$ cat src/rtl/cmdfifo_pkg.sv
package cmdfifo_pkg;
  localparam int CMD_READ_BIT = 8;
  localparam int CMD_W = 9;
  localparam int BYTE_W = 8;

  typedef struct packed {
    logic txPush;
    logic txPop;
    logic rxPush;
    logic rxPop;
    logic flush;
  } fifoStrobes_t;
endpackage

$ cat src/rtl/fifoLane.sv
module fifoLane #(
  parameter int WIDTH = 8,
  parameter int DEPTH = 8,
  localparam int PTR_W = (DEPTH > 1) ? $clog2(DEPTH) : 1,
  localparam int LVL_W = PTR_W + 1
) (
  input  logic             clk,
  input  logic             rstN,
  input  logic             push,
  input  logic             pop,
  input  logic             flush,
  input  logic [WIDTH-1:0] wrData,
  output logic [WIDTH-1:0] rdData,
  output logic [LVL_W-1:0] level
);
  localparam logic [PTR_W-1:0] LAST = PTR_W'(DEPTH - 1);

  logic [WIDTH-1:0] mem [DEPTH];
  logic [PTR_W-1:0] wrPtr, rdPtr;

  function automatic logic [PTR_W-1:0] advance(input logic [PTR_W-1:0] p);
    return (p == LAST) ? '0 : p + PTR_W'(1);
  endfunction

  always_ff @(posedge clk) begin
    if (push && !flush) mem[wrPtr] <= wrData;
  end

  always_ff @(posedge clk or negedge rstN) begin
    if (!rstN) begin
      wrPtr <= '0;
      rdPtr <= '0;
      level <= '0;
    end else if (flush) begin
      wrPtr <= '0;
      rdPtr <= '0;
      level <= '0;
    end else begin
      if (push) wrPtr <= advance(wrPtr);
      if (pop)  rdPtr <= advance(rdPtr);
      case ({push, pop})
        2'b10:   level <= level + LVL_W'(1);
        2'b01:   level <= level - LVL_W'(1);
        default: level <= level;
      endcase
    end
  end

  assign rdData = mem[rdPtr];
endmodule

$ cat src/rtl/cmdRxDatapath.sv
module cmdRxDatapath
  import cmdfifo_pkg::*;
#(
  parameter int DEPTH = 8,
  localparam int PTR_W = (DEPTH > 1) ? $clog2(DEPTH) : 1,
  localparam int LVL_W = PTR_W + 1
) (
  input  logic              clk,
  input  logic              rstN,
  input  fifoStrobes_t      strobes,
  input  logic [CMD_W-1:0]  hostWrData,
  input  logic [BYTE_W-1:0] engRxByte,
  output logic [CMD_W-1:0]  txHead,
  output logic [BYTE_W-1:0] rxHead,
  output logic [LVL_W-1:0]  txLevel,
  output logic [LVL_W-1:0]  rxLevel
);
  logic [CMD_W-1:0] txEntry;

  // A read request keeps only its marker bit; the byte field is zeroed.
  assign txEntry = hostWrData[CMD_READ_BIT]
                 ? {1'b1, {BYTE_W{1'b0}}}
                 : hostWrData;

  fifoLane #(.WIDTH(CMD_W), .DEPTH(DEPTH)) txLane (
    .clk(clk), .rstN(rstN),
    .push(strobes.txPush), .pop(strobes.txPop), .flush(strobes.flush),
    .wrData(txEntry), .rdData(txHead), .level(txLevel)
  );

  fifoLane #(.WIDTH(BYTE_W), .DEPTH(DEPTH)) rxLane (
    .clk(clk), .rstN(rstN),
    .push(strobes.rxPush), .pop(strobes.rxPop), .flush(strobes.flush),
    .wrData(engRxByte), .rdData(rxHead), .level(rxLevel)
  );
endmodule

$ cat src/rtl/cmdRxControl.sv
module cmdRxControl
  import cmdfifo_pkg::*;
#(
  parameter int DEPTH = 8,
  localparam int PTR_W = (DEPTH > 1) ? $clog2(DEPTH) : 1,
  localparam int LVL_W = PTR_W + 1
) (
  input  logic             clk,
  input  logic             rstN,
  input  logic             enable,
  input  logic             abortEvt,
  input  logic             hostWrValid,
  input  logic             hostRdReq,
  input  logic             engPop,
  input  logic             engRxValid,
  input  logic [PTR_W-1:0] txThresh,
  input  logic [PTR_W-1:0] rxThresh,
  input  logic [LVL_W-1:0] txLevel,
  input  logic [LVL_W-1:0] rxLevel,
  output fifoStrobes_t     strobes,
  output logic             engCmdValid,
  output logic             txEmptyFlag,
  output logic             rxFullFlag,
  output logic             txOverErr,
  output logic             rxOverErr,
  output logic             rxUnderErr
);
  localparam logic [LVL_W-1:0] FULL = LVL_W'(DEPTH);

  logic flush, txFull, rxFull, txEmpty, rxEmpty;

  assign flush   = abortEvt || !enable;
  assign txFull  = (txLevel == FULL);
  assign rxFull  = (rxLevel == FULL);
  assign txEmpty = (txLevel == '0);
  assign rxEmpty = (rxLevel == '0);

  always_comb begin
    strobes.flush  = flush;
    strobes.txPush = !flush && hostWrValid && !txFull;
    strobes.txPop  = !flush && engPop && !txEmpty;
    strobes.rxPush = !flush && engRxValid && !rxFull;
    strobes.rxPop  = !flush && hostRdReq && !rxEmpty;
  end

  assign engCmdValid = !txEmpty;
  assign txEmptyFlag = (txLevel <= {1'b0, txThresh});
  assign rxFullFlag  = (rxLevel > {1'b0, rxThresh});

  always_ff @(posedge clk or negedge rstN) begin
    if (!rstN) begin
      txOverErr  <= 1'b0;
      rxOverErr  <= 1'b0;
      rxUnderErr <= 1'b0;
    end else begin
      txOverErr  <= !flush && hostWrValid && txFull;
      rxOverErr  <= !flush && engRxValid && rxFull;
      rxUnderErr <= !flush && hostRdReq && rxEmpty;
    end
  end
endmodule

$ cat src/rtl/cmdRxFifoPair.sv
module cmdRxFifoPair
  import cmdfifo_pkg::*;
#(
  parameter int DEPTH = 8,
  localparam int PTR_W = (DEPTH > 1) ? $clog2(DEPTH) : 1,
  localparam int LVL_W = PTR_W + 1
) (
  input  logic             clk,
  input  logic             rstN,
  input  logic             enable,
  input  logic             abortEvt,
  input  logic [PTR_W-1:0] txThresh,
  input  logic [PTR_W-1:0] rxThresh,
  input  logic             hostWrValid,
  input  logic [8:0]       hostWrData,
  input  logic             hostRdReq,
  output logic [7:0]       hostRdData,
  input  logic             engPop,
  output logic             engCmdValid,
  output logic             engCmdIsRead,
  output logic [7:0]       engCmdByte,
  input  logic             engRxValid,
  input  logic [7:0]       engRxByte,
  output logic [LVL_W-1:0] txLevel,
  output logic [LVL_W-1:0] rxLevel,
  output logic             txEmptyFlag,
  output logic             rxFullFlag,
  output logic             txOverErr,
  output logic             rxOverErr,
  output logic             rxUnderErr
);
  fifoStrobes_t strobes;
  logic [CMD_W-1:0] txHead;

  cmdRxControl #(.DEPTH(DEPTH)) ctrl (
    .clk(clk), .rstN(rstN), .enable(enable), .abortEvt(abortEvt),
    .hostWrValid(hostWrValid), .hostRdReq(hostRdReq),
    .engPop(engPop), .engRxValid(engRxValid),
    .txThresh(txThresh), .rxThresh(rxThresh),
    .txLevel(txLevel), .rxLevel(rxLevel),
    .strobes(strobes), .engCmdValid(engCmdValid),
    .txEmptyFlag(txEmptyFlag), .rxFullFlag(rxFullFlag),
    .txOverErr(txOverErr), .rxOverErr(rxOverErr), .rxUnderErr(rxUnderErr)
  );

  cmdRxDatapath #(.DEPTH(DEPTH)) dpath (
    .clk(clk), .rstN(rstN), .strobes(strobes),
    .hostWrData(hostWrData), .engRxByte(engRxByte),
    .txHead(txHead), .rxHead(hostRdData),
    .txLevel(txLevel), .rxLevel(rxLevel)
  );

  assign engCmdIsRead = txHead[CMD_READ_BIT];
  assign engCmdByte   = txHead[BYTE_W-1:0];
endmodule

$ cat config.mk
export PLATFORM = sky130hd
export DESIGN_NAME = cmdRxFifoPair
export DESIGN_NICKNAME = d
export VERILOG_FILES = /design/src/rtl/cmdfifo_pkg.sv /design/src/rtl/fifoLane.sv /design/src/rtl/cmdRxDatapath.sv /design/src/rtl/cmdRxControl.sv /design/src/rtl/cmdRxFifoPair.sv
export SDC_FILE = /design/constraint.sdc
export NUM_CORES = 1
export LEC_CHECK = 0
export CORE_MARGIN = 3
export CORE_UTILIZATION = 55
export DETAILED_ROUTE_END_ITERATION = 8
export PLACE_DENSITY = 0.76
export SLEW_MARGIN = 20
export SYNTH_ARGS = -nofsm -noshare
export SYNTH_HDL_FRONTEND = slang
export SYNTH_SLANG_ARGS = --single-unit
$ cat constraint.sdc
create_clock -name clk -period 8.03 [get_ports clk]
set_clock_uncertainty 0.1 [all_clocks]
set_input_delay 1.606 -clock clk [delete_from_list [all_inputs] [get_ports clk]]
set_output_delay 1.606 -clock clk [all_outputs]
set_load 0.01 [all_outputs]
==> impl_metrics.toml <==
[critical_path]
crit_path_max_fanout = 2
rr_startpoint = "dpath.txLane.level[1]"
critPathKind = "primary input to output port"
r2r_cells = 8
reg2reg_to = "dpath.txLane.level[3]"
crit_required_ps = 6320
endpoint_kind = "output port"
regToRegSetupSlack_ps = 5130
arrival_ps = 3510
cp-start-kind = "primary input"

[clock_tree]
post_cts_resized = 0
cts-hold-fix-buffers = 0
insertion_delay_ps = 410
cts-buffers-inserted = 17
cts_sinks = 159
clkSlewWorstSetupHoldPaths_ps = 70
cts_tree = "done"
postCtsSetupBuffers = 0
clock-root-buffer = "clkbuf_16"
htree_levels = 4
clock_path_buffers = 2

[die]
io_pins = 62
core_sq_um = 12100
die_h_um = 117
core.rowCount = 40
initial_core_util_pct = 56.7
die_w_um = 117
die-area_sq_um = 13800

[timing]
fin_crit_ps = 5210
slew_viol_final = 0
fin_ws_ps = 2820
worst_pin_slew_ps = 1030
fin_crit_sh_pct = 64.9
setup-tns-final_ps = 0
clock.fmax_ghz = 0.192
grt_setup_unrepaired = "false"
slew_headroom_pct = 31.3
finalHoldViolCount = 0
setup_viol = 0

[place]
pre_cts_ws_ps = 2810
dp_hpwl_um = 7890
port_buffers = 61
finalWeightedCongestion = 0.825

[synth]
syn_nets = 457
yosys-top-cells-area = "edfxtp_1 (60%), mux4_2 (11%), dfrtp_1 (8.4%)"
synth_cell_types = 47
synth_area_sq_um = 6840
synth_warnings = 0
yosysTopAreaCell = "edfxtp_1"
synthFlopType = "edfxtp_1"
synth_area_per_cell_sq_um = 16.8
synth_edf_count = 136
synth_top_area_share_pct = 59.7
syn-instance-count = 408
synth_seq_area_share_pct = 68.2
ys_ff_latch = 159
synthArstFlopShare_pct = 14.5

[min_path]
hold_path_class = "register to register"
holdPathEnd = "dpath.rxLane.wrPtr[0]"
hold-path-cell-count = 2
hp-start = "dpath.rxLane.wrPtr[0]"

[cells_and_area]
final_nets = 520
mostFrequentLayoutCell = "edfxtp_1"
final_cell_mix = "edfxtp_1 (136), clkdlybuf4s50_1 (60), mux4_2 (34)"
layout-drive-gt1-share_pct = 20.2
fillCellCount = 773
n_antenna_cell = 0
syn2layout_area_growth_pct = 19.5

[detailed_routing]
dr_total_vias = 3793
ant_nets = 0
viasPerCell = 5.82
drt_iter0_drc = 265
wirelength_um = 13000
wl_per_cell_um = 19.9
first_pass_iters = 5
drc = 0

[global_routing]
grt.total_usage_pct = 19.9
grt_pass1_wl_um = 21000
grt_pass1_vias = 3951
gr-total-overflow = 0
grt_max_degree = 24
antenna_found_initial = 0

[power]
p_leak_uw = 0.00281
power_per_cell_area_nw_per_um2 = 215
ir_drop_v = 0.000113

[flow_run]
max_cap_viol_count = 0

[run_status]
outcome = "finished clean"
power by group:
group / internal, uW / switching, uW
clock network: 430 / 319
logic: 48.6 / 45.6
registers: 903 / 6.77
total: 1380 / 371
flip-flops by register name (all words and copies together), names as in the netlist:
name,flops
ctrl.rxOverErr,1
ctrl.rxUnderErr,1
ctrl.txOverErr,1
dpath.rxLane.level,4
dpath.rxLane.mem,64
dpath.rxLane.rdPtr,3
dpath.rxLane.wrPtr,3
dpath.txLane.level,4
dpath.txLane.mem,72
dpath.txLane.rdPtr,3
dpath.txLane.wrPtr,3
per-stage QoR:
step	total power [uW]	instances	hold slack (ps)	cell area (sq um)	util, %
after global placement	1020	620	480	7600	63.0
after detailed placement	1020	620	493	7600	63.0
after global routing	1810	652	569	8170	67.7
final	1750	652	504	8170	67.7
after floorplan	975	408	447	6840	-
after CTS	1760	652	506	8170	67.7
cell usage after synthesis (all sizes together), types with 4 or more instances:
library cell  number
a21oi             19
a31oi              4
buf                6
clkbuf            14
dfrtp             23
edfxtp           136
ha                18
inv               12
mux2              18
mux4              34
nand2             15
nand2b             9
nand3              7
nor2              26
nor2b              9
nor3              11
nor3b              5
o21ai              8
layout make-up:
type | count | area (sq um) | share of cell area [%]
multi-input combinational | 217 | 2060 | 25.2
sequential | 159 | 4660 | 57.1
inverter | 12 | 45.0 | 0.552
tap | 168 | 210 | 2.57
clock buffer | 17 | 425 | 5.21
timing repair buffer | 64 | 628 | 7.69
clock inverter | 15 | 139 | 1.70
critical path, cell delays in order:
cell and delay [ps]:
clkdlybuf4s50_1 450, inv_1 40, ha_1 300, a21o_1 160, a21oi_1 150, a31oi_1 50, or2_2 270, clkdlybuf4s50_1 480
how the worst max path moves through the flow:
stage	start	to	slack (ps)
CTS	rxThresh[1]	rxFullFlag	2800
floorplan	rxThresh[1]	rxFullFlag	3790
detailed placement	rxThresh[1]	rxFullFlag	2810
finish	rxThresh[1]	rxFullFlag	2820
global route	rxThresh[1]	rxFullFlag	2720
global placement	rxThresh[1]	rxFullFlag	2860
cell families after synthesis:
family,Yosys count,share of synthesized area (%)
compound gates,42,3.84
xor+xnor,5,0.641
fa+ha+maj,18,3.29
buf+inv,32,1.92
flops,159,68.2
mux,54,14.5
simple gates,98,7.63
per-layer routing:
| metal | vias up | share of wire (%) | track usage [%] |
|---|---|---|---|
| met3 | 18 | 5.2 | 4.61 |
| met2 | 136 | 52 | 33.6 |
| met5 | - | 0 | 0 |
| met1 | 1910 | 41 | 25.9 |
| li1 | 1729 | - | - |
| met4 | 0 | 1.7 | 6.81 |
Power figures use the tool's default switching activity.
